**config.mk**
```make
export PLATFORM = sky130hd
export DESIGN_NAME = sonet_lane_framer
export DESIGN_NICKNAME = d
export VERILOG_FILES = /design/src/rtl/framer_pkg.sv /design/src/rtl/framer_rst_sync.sv /design/src/rtl/framer_pattern_match.sv /design/src/rtl/framer_window_timer.sv /design/src/rtl/framer_sync_fsm.sv /design/src/rtl/sonet_lane_framer.sv
export SDC_FILE = /design/constraint.sdc
export NUM_CORES = 1
export LEC_CHECK = 0
export BUFFER_PORTS_ARGS = -buffer_cell sky130_fd_sc_hd__buf_2
export CORE_ASPECT_RATIO = 0.6
export CORE_UTILIZATION = 56
export DETAILED_ROUTE_END_ITERATION = 8
export PLACE_DENSITY_LB_ADDON = 0.12
export SETUP_SLACK_MARGIN = 0.05
export SLEW_MARGIN = 20
export SYNTH_ARGS = -nofsm -noshare
export SYNTH_HDL_FRONTEND = slang
export SYNTH_SLANG_ARGS = --single-unit
```
**constraint.sdc**
```tcl
create_clock -name clk -period 2.05 [get_ports clk]
set_clock_uncertainty 0.1 [all_clocks]
set_input_delay 0.205 -clock clk [delete_from_list [all_inputs] [get_ports clk]]
set_output_delay 0.205 -clock clk [all_outputs]
set_load 0.01 [all_outputs]
```
**src/rtl/framer_pkg.sv**
```systemverilog
package framer_pkg;

  localparam int unsigned FRAME_WORD_W = 32;
  localparam logic [FRAME_WORD_W-1:0] FRAME_WORD = 32'hF6F6_2828;

  typedef enum logic [1:0] {
    ST_SEARCH  = 2'd0,
    ST_CONFIRM = 2'd1,
    ST_SYNC    = 2'd2
  } fr_state_e;

endpackage

```
**src/rtl/framer_rst_sync.sv**
```systemverilog
module framer_rst_sync (
  input  logic clk,
  input  logic rst_n_in,
  output logic rst_n_out
);

  logic [1:0] sync_q;

  always_ff @(posedge clk or negedge rst_n_in) begin
    if (!rst_n_in) sync_q <= 2'b00;
    else           sync_q <= {sync_q[0], 1'b1};
  end

  assign rst_n_out = sync_q[1];

endmodule

```
**src/rtl/framer_pattern_match.sv**
```systemverilog
module framer_pattern_match #(
  parameter int unsigned WORD_W = 32,
  parameter logic [WORD_W-1:0] WORD = '0
) (
  input  logic clk,
  input  logic rst_n,
  input  logic bit_en,
  input  logic bit_in,
  output logic hit
);

  logic [WORD_W-1:0] sr_q;
  logic [WORD_W-1:0] sr_d;

  always_comb begin
    sr_d = sr_q;
    if (bit_en) sr_d = {sr_q[WORD_W-2:0], bit_in};
  end

  assign hit = bit_en && ({sr_q[WORD_W-2:0], bit_in} == WORD);

  always_ff @(posedge clk or negedge rst_n) begin
    if (!rst_n) sr_q <= '0;
    else        sr_q <= sr_d;
  end


  sr_hold_chk: assert property (@(posedge clk) disable iff (!rst_n)
    !bit_en |=> $stable(sr_q));

endmodule

```
**src/rtl/framer_window_timer.sv**
```systemverilog
module framer_window_timer #(
  parameter int unsigned FRAME_BITS     = 19440,
  parameter int unsigned SEARCH_TIMEOUT = 155520
) (
  input  logic clk,
  input  logic rst_n,
  input  logic bit_en,
  input  logic anchor,
  input  logic search_run,
  output logic at_slot,
  output logic expired
);

  localparam int unsigned PH_W = $clog2(FRAME_BITS);
  localparam int unsigned TO_W = $clog2(SEARCH_TIMEOUT);
  localparam logic [PH_W-1:0] PH_LAST = PH_W'(FRAME_BITS - 1);
  localparam logic [TO_W-1:0] TO_LAST = TO_W'(SEARCH_TIMEOUT - 1);

  logic [PH_W-1:0] phase_q, phase_d;
  logic [TO_W-1:0] tcnt_q, tcnt_d;

  assign at_slot = bit_en && (phase_q == PH_LAST);
  assign expired = bit_en && search_run && (tcnt_q == TO_LAST);

  always_comb begin
    phase_d = phase_q;
    if (bit_en) begin
      if (anchor || phase_q == PH_LAST) phase_d = '0;
      else                              phase_d = phase_q + 1'b1;
    end
  end

  always_comb begin
    tcnt_d = tcnt_q;
    if (bit_en) begin
      if (!search_run || tcnt_q == TO_LAST) tcnt_d = '0;
      else                                  tcnt_d = tcnt_q + 1'b1;
    end
  end

  always_ff @(posedge clk or negedge rst_n) begin
    if (!rst_n) begin
      phase_q <= '0;
      tcnt_q  <= '0;
    end else begin
      phase_q <= phase_d;
      tcnt_q  <= tcnt_d;
    end
  end


  count_hold_chk: assert property (@(posedge clk) disable iff (!rst_n)
    !bit_en |=> ($stable(phase_q) && $stable(tcnt_q)));

endmodule

```
**src/rtl/framer_sync_fsm.sv**
```systemverilog
module framer_sync_fsm
  import framer_pkg::*;
#(
  parameter int unsigned MISS_LIMIT = 4
) (
  input  logic clk,
  input  logic rst_n,
  input  logic hit,
  input  logic at_slot,
  input  logic expired,
  output logic anchor,
  output logic search_run,
  output logic locked,
  output logic rotate
);

  localparam int unsigned MW = (MISS_LIMIT > 2) ? $clog2(MISS_LIMIT) : 1;
  localparam logic [MW-1:0] MISS_LAST = MW'(MISS_LIMIT - 1);

  fr_state_e       st_q, st_d;
  logic [MW-1:0]   miss_q, miss_d;
  logic            rot_q;

  assign anchor     = (st_q == ST_SEARCH) && hit;
  assign search_run = (st_q == ST_SEARCH) && !hit;
  assign locked     = (st_q == ST_SYNC);
  assign rotate     = rot_q;

  always_comb begin
    st_d   = st_q;
    miss_d = miss_q;
    case (st_q)
      ST_SEARCH: begin
        miss_d = '0;
        if (hit) st_d = ST_CONFIRM;
      end
      ST_CONFIRM: begin
        miss_d = '0;
        if (at_slot) st_d = hit ? ST_SYNC : ST_SEARCH;
      end
      ST_SYNC: begin
        if (at_slot) begin
          if (hit) begin
            miss_d = '0;
          end else if (miss_q == MISS_LAST) begin
            miss_d = '0;
            st_d   = ST_SEARCH;
          end else begin
            miss_d = miss_q + 1'b1;
          end
        end
      end
      default: begin
        st_d   = ST_SEARCH;
        miss_d = '0;
      end
    endcase
  end

  always_ff @(posedge clk or negedge rst_n) begin
    if (!rst_n) begin
      st_q   <= ST_SEARCH;
      miss_q <= '0;
      rot_q  <= 1'b0;
    end else begin
      st_q   <= st_d;
      miss_q <= miss_d;
      rot_q  <= expired;
    end
  end


  rotate_pulse_chk: assert property (@(posedge clk) disable iff (!rst_n)
    rot_q |=> !rot_q);


  lock_on_slot_chk: assert property (@(posedge clk) disable iff (!rst_n)
    $rose(locked) |-> $past(at_slot && hit));


  drop_on_miss_chk: assert property (@(posedge clk) disable iff (!rst_n)
    $fell(locked) |-> $past(at_slot && !hit && miss_q == MISS_LAST));

endmodule

```
**src/rtl/sonet_lane_framer.sv**
```systemverilog
module sonet_lane_framer
  import framer_pkg::*;
#(
  parameter int unsigned FRAME_BITS     = 19440,
  parameter int unsigned SEARCH_TIMEOUT = 155520,
  parameter int unsigned MISS_LIMIT     = 4
) (
  input  logic clk,
  input  logic rst_n,
  input  logic bit_en,
  input  logic bit_in,
  output logic frame_locked,
  output logic lane_rotate
);

  logic rst_n_i;
  logic hit, at_slot, expired, anchor, search_run;

  framer_rst_sync u_rst (
    .clk       (clk),
    .rst_n_in  (rst_n),
    .rst_n_out (rst_n_i)
  );

  framer_pattern_match #(
    .WORD_W (FRAME_WORD_W),
    .WORD   (FRAME_WORD)
  ) u_match (
    .clk    (clk),
    .rst_n  (rst_n_i),
    .bit_en (bit_en),
    .bit_in (bit_in),
    .hit    (hit)
  );

  framer_window_timer #(
    .FRAME_BITS     (FRAME_BITS),
    .SEARCH_TIMEOUT (SEARCH_TIMEOUT)
  ) u_timer (
    .clk        (clk),
    .rst_n      (rst_n_i),
    .bit_en     (bit_en),
    .anchor     (anchor),
    .search_run (search_run),
    .at_slot    (at_slot),
    .expired    (expired)
  );

  framer_sync_fsm #(
    .MISS_LIMIT (MISS_LIMIT)
  ) u_fsm (
    .clk        (clk),
    .rst_n      (rst_n_i),
    .hit        (hit),
    .at_slot    (at_slot),
    .expired    (expired),
    .anchor     (anchor),
    .search_run (search_run),
    .locked     (frame_locked),
    .rotate     (lane_rotate)
  );


  no_rotate_locked_chk: assert property (@(posedge clk) disable iff (!rst_n_i)
    lane_rotate |-> !frame_locked);

endmodule

```
# After elaboration in Yosys (flattened, before gate mapping)
# Index checks and enable logic that the tools add are counted.
[totals] wordCells=46 out_inout_bits=2 in_bits=4 register_bits=71
[op_classes] add_sub_neg=3 muxes=13 n_reduce_logical=12 n_eq_ne=11
[op_table] operator="== test 32 bit, second input constant" count=1
[op_table] operator="2-to-1 mux 2 bit" count=10
[op_table] operator="adder 18 x 1 -> 18 bit, second input constant" count=1
[op_table] operator="== test 18 bit, second input constant" count=1
[op_table] operator="2-to-1 mux 18 bit" count=1
[op_table] operator="adder 15 x 1 -> 15 bit, second input constant" count=1
[op_table] operator="== test 15 bit, second input constant" count=1
[op_table] operator="2-to-1 mux 15 bit" count=1
[op_table] operator="logical AND 1 bit" count=6
[op_table] operator="inequality test 2 x 1 -> 1 bit, second input constant" count=3
[op_table] operator="one-hot mux 2 bit (3 select lines)" count=1
[op_table] operator="AND reduction 5 bit" count=1
[op_table] operator="== test 2 bit, second input constant" count=2
[op_table] operator="inequality test 2 bit, second input constant" count=2
[op_table] operator="adder 2 x 1 -> 2 bit, second input constant" count=1
[op_table] operator="== test 2 x 1 -> 1 bit, second input constant" count=1
[op_table] operator="logical NOT 1 bit" count=2
[op_table] operator="logical NOT 2 bit" count=1
[op_table] operator="logical OR 1 bit" count=2

# Longest topological paths before layout
[logic_depth] ltp_word=7 depth_mapped=7 depth_no_buf=6

# By module
# A second synthesis with hierarchy kept.
[hier_totals] hier_cells=302 hier_area_um2=3379.5
[modules_own_cells] module="framer_window_timer" area_per_inst_um2=1841.8 cells_each=197 seq_area_each_um2=825.8 instances=1
[modules_own_cells] module="framer_pattern_match" area_per_inst_um2=1239.9 cells_each=79 seq_area_each_um2=775.7 instances=1
[modules_own_cells] module="framer_sync_fsm" area_per_inst_um2=244.0 cells_each=23 seq_area_each_um2=125.1 instances=1
[modules_own_cells] module="framer_rst_sync" area_per_inst_um2=53.8 cells_each=3 seq_area_each_um2=50.0 instances=1

# Least setup slack after synthesis
# No wires, ideal clock.
[synth_timing] path_type="reg-to-reg" start="register u_timer.phase_q[12]" end="register u_timer.phase_q[14]" required_ns=1.831 stages_incl_launch_ff=7 n_path_buf=1 setup_time_ns=0.119 path_slack_ns=0.183 arrival_ns=1.648 cell_sequence="dfrtp_1 or4b_4 nor4_4 nand3_2 o21ai_2 buf_6 nor2_1"
[synth_via] elab_chain_cells=3
[synth_rtl] element="from (decl)" line_no="framer_window_timer.sv:19" text="logic [PH_W-1:0] phase_q, phase_d;"
[synth_rtl] element="from (signal assigned)" line_no="framer_window_timer.sv:46" text="phase_q <= phase_d;"
[synth_rtl] element="parallel branches: the longest is 2 deep, another holds adder 15 x 1 -> 15 bit"
[synth_rtl] element="2-to-1 mux 15 bit (*)" line_no="framer_window_timer.sv:28" text="if (anchor || phase_q == PH_LAST) phase_d = '0;"
# Every way passes the cells marked *.
# A chain may end at the register's enable or synchronous reset.

# Final worst setup path
[layout_timing] start="register u_timer.phase_q[4]" end="register u_fsm.miss_q[0]"
[layout_via] elab_chain_cells=3
[layout_rtl] element="== test 15 bit" line_no="framer_window_timer.sv:22" text="assign at_slot = bit_en && (phase_q == PH_LAST);"
[layout_rtl] element="logical AND 1 bit" line_no="framer_window_timer.sv:22"
[layout_rtl] element="inequality test 2 x 1 -> 1 bit (no source line)"
[layout_rtl] element="to (signal assigned)" line_no="framer_sync_fsm.sv:67" text="miss_q <= miss_d;"
[layout_rtl] element="to (decl)" line_no="framer_sync_fsm.sv:21" text="logic [MW-1:0] miss_q, miss_d;"
# Every way passes these cells.

==> results.json <==
{
  "syn-num-nets": 301,
  "critPathCaptureType": "flop",
  "synthCells": 294,
  "p_switching_mw": 0.951,
  "num_antenna_cells": 0,
  "start_kind": "flop",
  "die_h_microns": 61.1,
  "synth_warnings": 0,
  "final_common_cell": "dfrtp_1",
  "crit_arrival_ns": 2.14,
  "dieArea_sq_um": 6140,
  "r2r_end": "u_fsm.miss_q[0]",
  "die_w_microns": 101,
  "drc_errors": 0,
  "p_comb_share_pct": 11.3,
  "cts.path.max_buffers": 2,
  "setup_violations": 0,
  "final_nets": 325,
  "switching_share_pct": 24.6,
  "rsz0062_at_grt": "yes",
  "drive_above_1_share_pct": 17.3,
  "clk_pin_slew_ns": 0.07,
  "clock_sinks": 71,
  "antenna_found_initial": 0,
  "ant_nets": 0,
  "grt_overflow_total": 0,
  "power.density_nw_per_um2": 1020,
  "synth_ff_type": "dfrtp_1",
  "syn_avg_cell_area_sq_um": 11.1,
  "routed_wl_microns": 5920,
  "gp_congestion": 0.783,
  "holdPathEnd": "u_match.sr_q[0]",
  "async_reset_ff_share_pct": 100,
  "worstPathMaxFanout": 5,
  "syn2layout_area_growth_pct": 15.9,
  "slew_headroom_pct": 60.2,
  "cts_tree": "yes",
  "yosysTopAreaCell": "dfrtp_1",
  "netlist_area_sq_um": 3260,
  "period_minus_slack_ns": 1.98,
  "core_area_sq_um": 5600,
  "p_seq_share_pct": 50.6,
  "synth_area_leaders": "dfrtp_1 (54%), mux2_1 (6.9%), nor2_1 (4.6%), xor2_1 (3.8%), xnor2_1 (3.5%)",
  "synth.top_cell.area_share_pct": 54.5,
  "firstDrtPassIters": 4,
  "cp.required_ns": 2.21,
  "ir_drop_uv": 756,
  "via_per_inst": 5.32,
  "period_share_pct": 96.4,
  "grt_pass1_wl_microns": 10000,
  "outcome": "finished, final reports clean",
  "maxSlewViolCount": 0,
  "p_clk_share_pct": 38.1,
  "r2r-start": "u_timer.phase_q[4]",
  "vias": 2142,
  "hold_depth": 2,
  "post_drt_wl_per_cell_microns": 14.7,
  "internal_power_mw": 2.92,
  "ys_seq_area_share_pct": 54.5,
  "grt_max_degree": 34,
  "pin_count": 6,
  "p_leak_nw": 1.62,
  "dp_hpwl_microns": 4110,
  "max_cap_violations": 0,
  "ys_ff_latch": 71,
  "clkLatencyLatePin_ns": 0.35,
  "grt_usage_pct": 22.2,
  "ff2ff_setup_slack_ns": 0.07,
  "worst_pin_slew_ns": 0.597,
  "layout_common_cells": "dfrtp_1 (70), nor2_1 (39), nand2_1 (27)",
  "first_global_vias": 2052,
  "synth_cell_type_count": 42,
  "critPathKind": "flop to flop",
  "fp-row-count": 21,
  "placed_cells": 383,
  "start_util_pct": 58.3,
  "timing.final.hold_violations": 0,
  "initialDrtViolationCount": 95,
  "min_from": "bit_in",
  "final_cell_count_no_fill": 403,
  "tns_ns": 0,
  "clockRootBuffer": "clkbuf_8",
  "r2r_cells": 5,
  "fmax_mhz": 506,
  "io_buffers": 5,
  "hold_class": "primary input to flop",
  "synth_edf_count": 0,
  "cts_buffers": 9,
  "htree_levels": 3
}
==> stage by stage <==
| step | hold slack [ns] | setup slack [ns] | instance area (sq um) | power [mW] | utilization, % |
|---|---|---|---|---|---|
| CTS | 0.00398 | 0.0573 | 3730 | 3.89 | 66.6 |
| detailed placement | -0.108 | 0.0402 | 3450 | 2.40 | 61.6 |
| finish | 0.00696 | 0.0738 | 3780 | 3.87 | 67.5 |
| global route | 0.00592 | 0.0194 | 3780 | 4.06 | 67.5 |
| floorplan | -0.191 | 0.183 | 3260 | 2.23 | - |
| global placement | -0.108 | 0.0759 | 3450 | 2.38 | 61.6 |
==> synth_stat cells (2+ instances only) <==
library cell	count
mux2_2	10
a21oi_1	3
o2bb2ai_1	2
o21ai_1	7
nand2b_1	6
xnor2_1	13
xor2_1	14
buf_1	3
inv_1	8
and3_1	4
nand4b_1	4
nor2_1	40
nor4b_1	4
nor4_1	4
nor3_1	6
nand4_1	10
nand2_1	27
ha_1	3
a31oi_1	3
nand3_1	11
buf_2	2
dfrtp_1	71
mux2_1	20
==> metal layers <==
metal / wire [microns] / GRT usage, % / vias to the layer above
li1: - / - / 1064
met1: 3190 / 31.6 / 1052
met2: 2490 / 32.6 / 17
met3: 145 / 6.47 / 9
met4: 93 / 8.70 / 0
met5: 0 / 0 / -
==> final cells by class <==
type	count	area, sq um
Clock buffer	11	141
Clock inverter	5	129
Fill cell	439	1820
Inverter	9	33.8
Multi-Input combinational cell	207	1440
Sequential cell	71	1780
Tap cell	80	100
Timing Repair Buffer	20	160
==> worst max-delay path by stage <==
stage,from,to
floorplan,u_timer.phase_q[12],u_timer.phase_q[14]
global placement,u_timer.phase_q[12],u_timer.phase_q[8]
detailed placement,u_timer.phase_q[12],u_timer.phase_q[11]
CTS,u_match.sr_q[8],u_timer.phase_q[11]
global route,u_timer.phase_q[4],u_timer.phase_q[14]
finish,u_timer.phase_q[4],u_fsm.miss_q[0]
==> cells by family after synthesis <==
| kind of cell | after synthesis | synth area share [%] |
|---|---|---|
| other cells | 1 | 0.115 |
| buf+inv | 16 | 2.15 |
| xor+xnor | 27 | 7.25 |
| flops | 71 | 54.5 |
| simple gates | 127 | 20.9 |
| fa+ha+maj | 3 | 1.15 |
| compound gates | 19 | 3.64 |
| mux | 30 | 10.4 |
==> registers in the layout (all words and copies together), names as in the netlist <==
| signal | cells |
|---|---|
| u_rst.sync_q | 2 |
| u_fsm.rotate | 1 |
| u_match.sr_q | 31 |
| u_timer.tcnt_q | 18 |
| u_timer.phase_q | 15 |
| u_fsm.miss_q | 2 |
| u_fsm.st_q | 2 |
==> power by group through the flow <==
stage	sequential (mW)	clock (mW)	combinational [mW]
after global placement	1.96	0	0.414
after CTS	1.95	1.51	0.436
after floorplan	1.90	0	0.328
after detailed placement	1.98	0	0.428
final	1.96	1.48	0.436
after global routing	2.01	1.56	0.488
==> what timing repair did <==
item / CTS / global route
pin swaps: 1 / 3
hold buffers: 1 / 0
gates cloned: 0 / 1
endpoints found under the setup margin: 14 / 29
gates resized for setup: 0 / 7
endpoints found under the hold margin: 2 / 0
setup buffers: 0 / 2
==> critical path, cell delays in order, from the launching register on <==
cell and delay, ns:
dfrtp_1 0.39, or4b_4 0.55, nor4_4 0.35, and3_4 0.27
nand3_1 0.07, a21oi_1 0.17
Note: power is estimated with default switching activity, not from simulation.
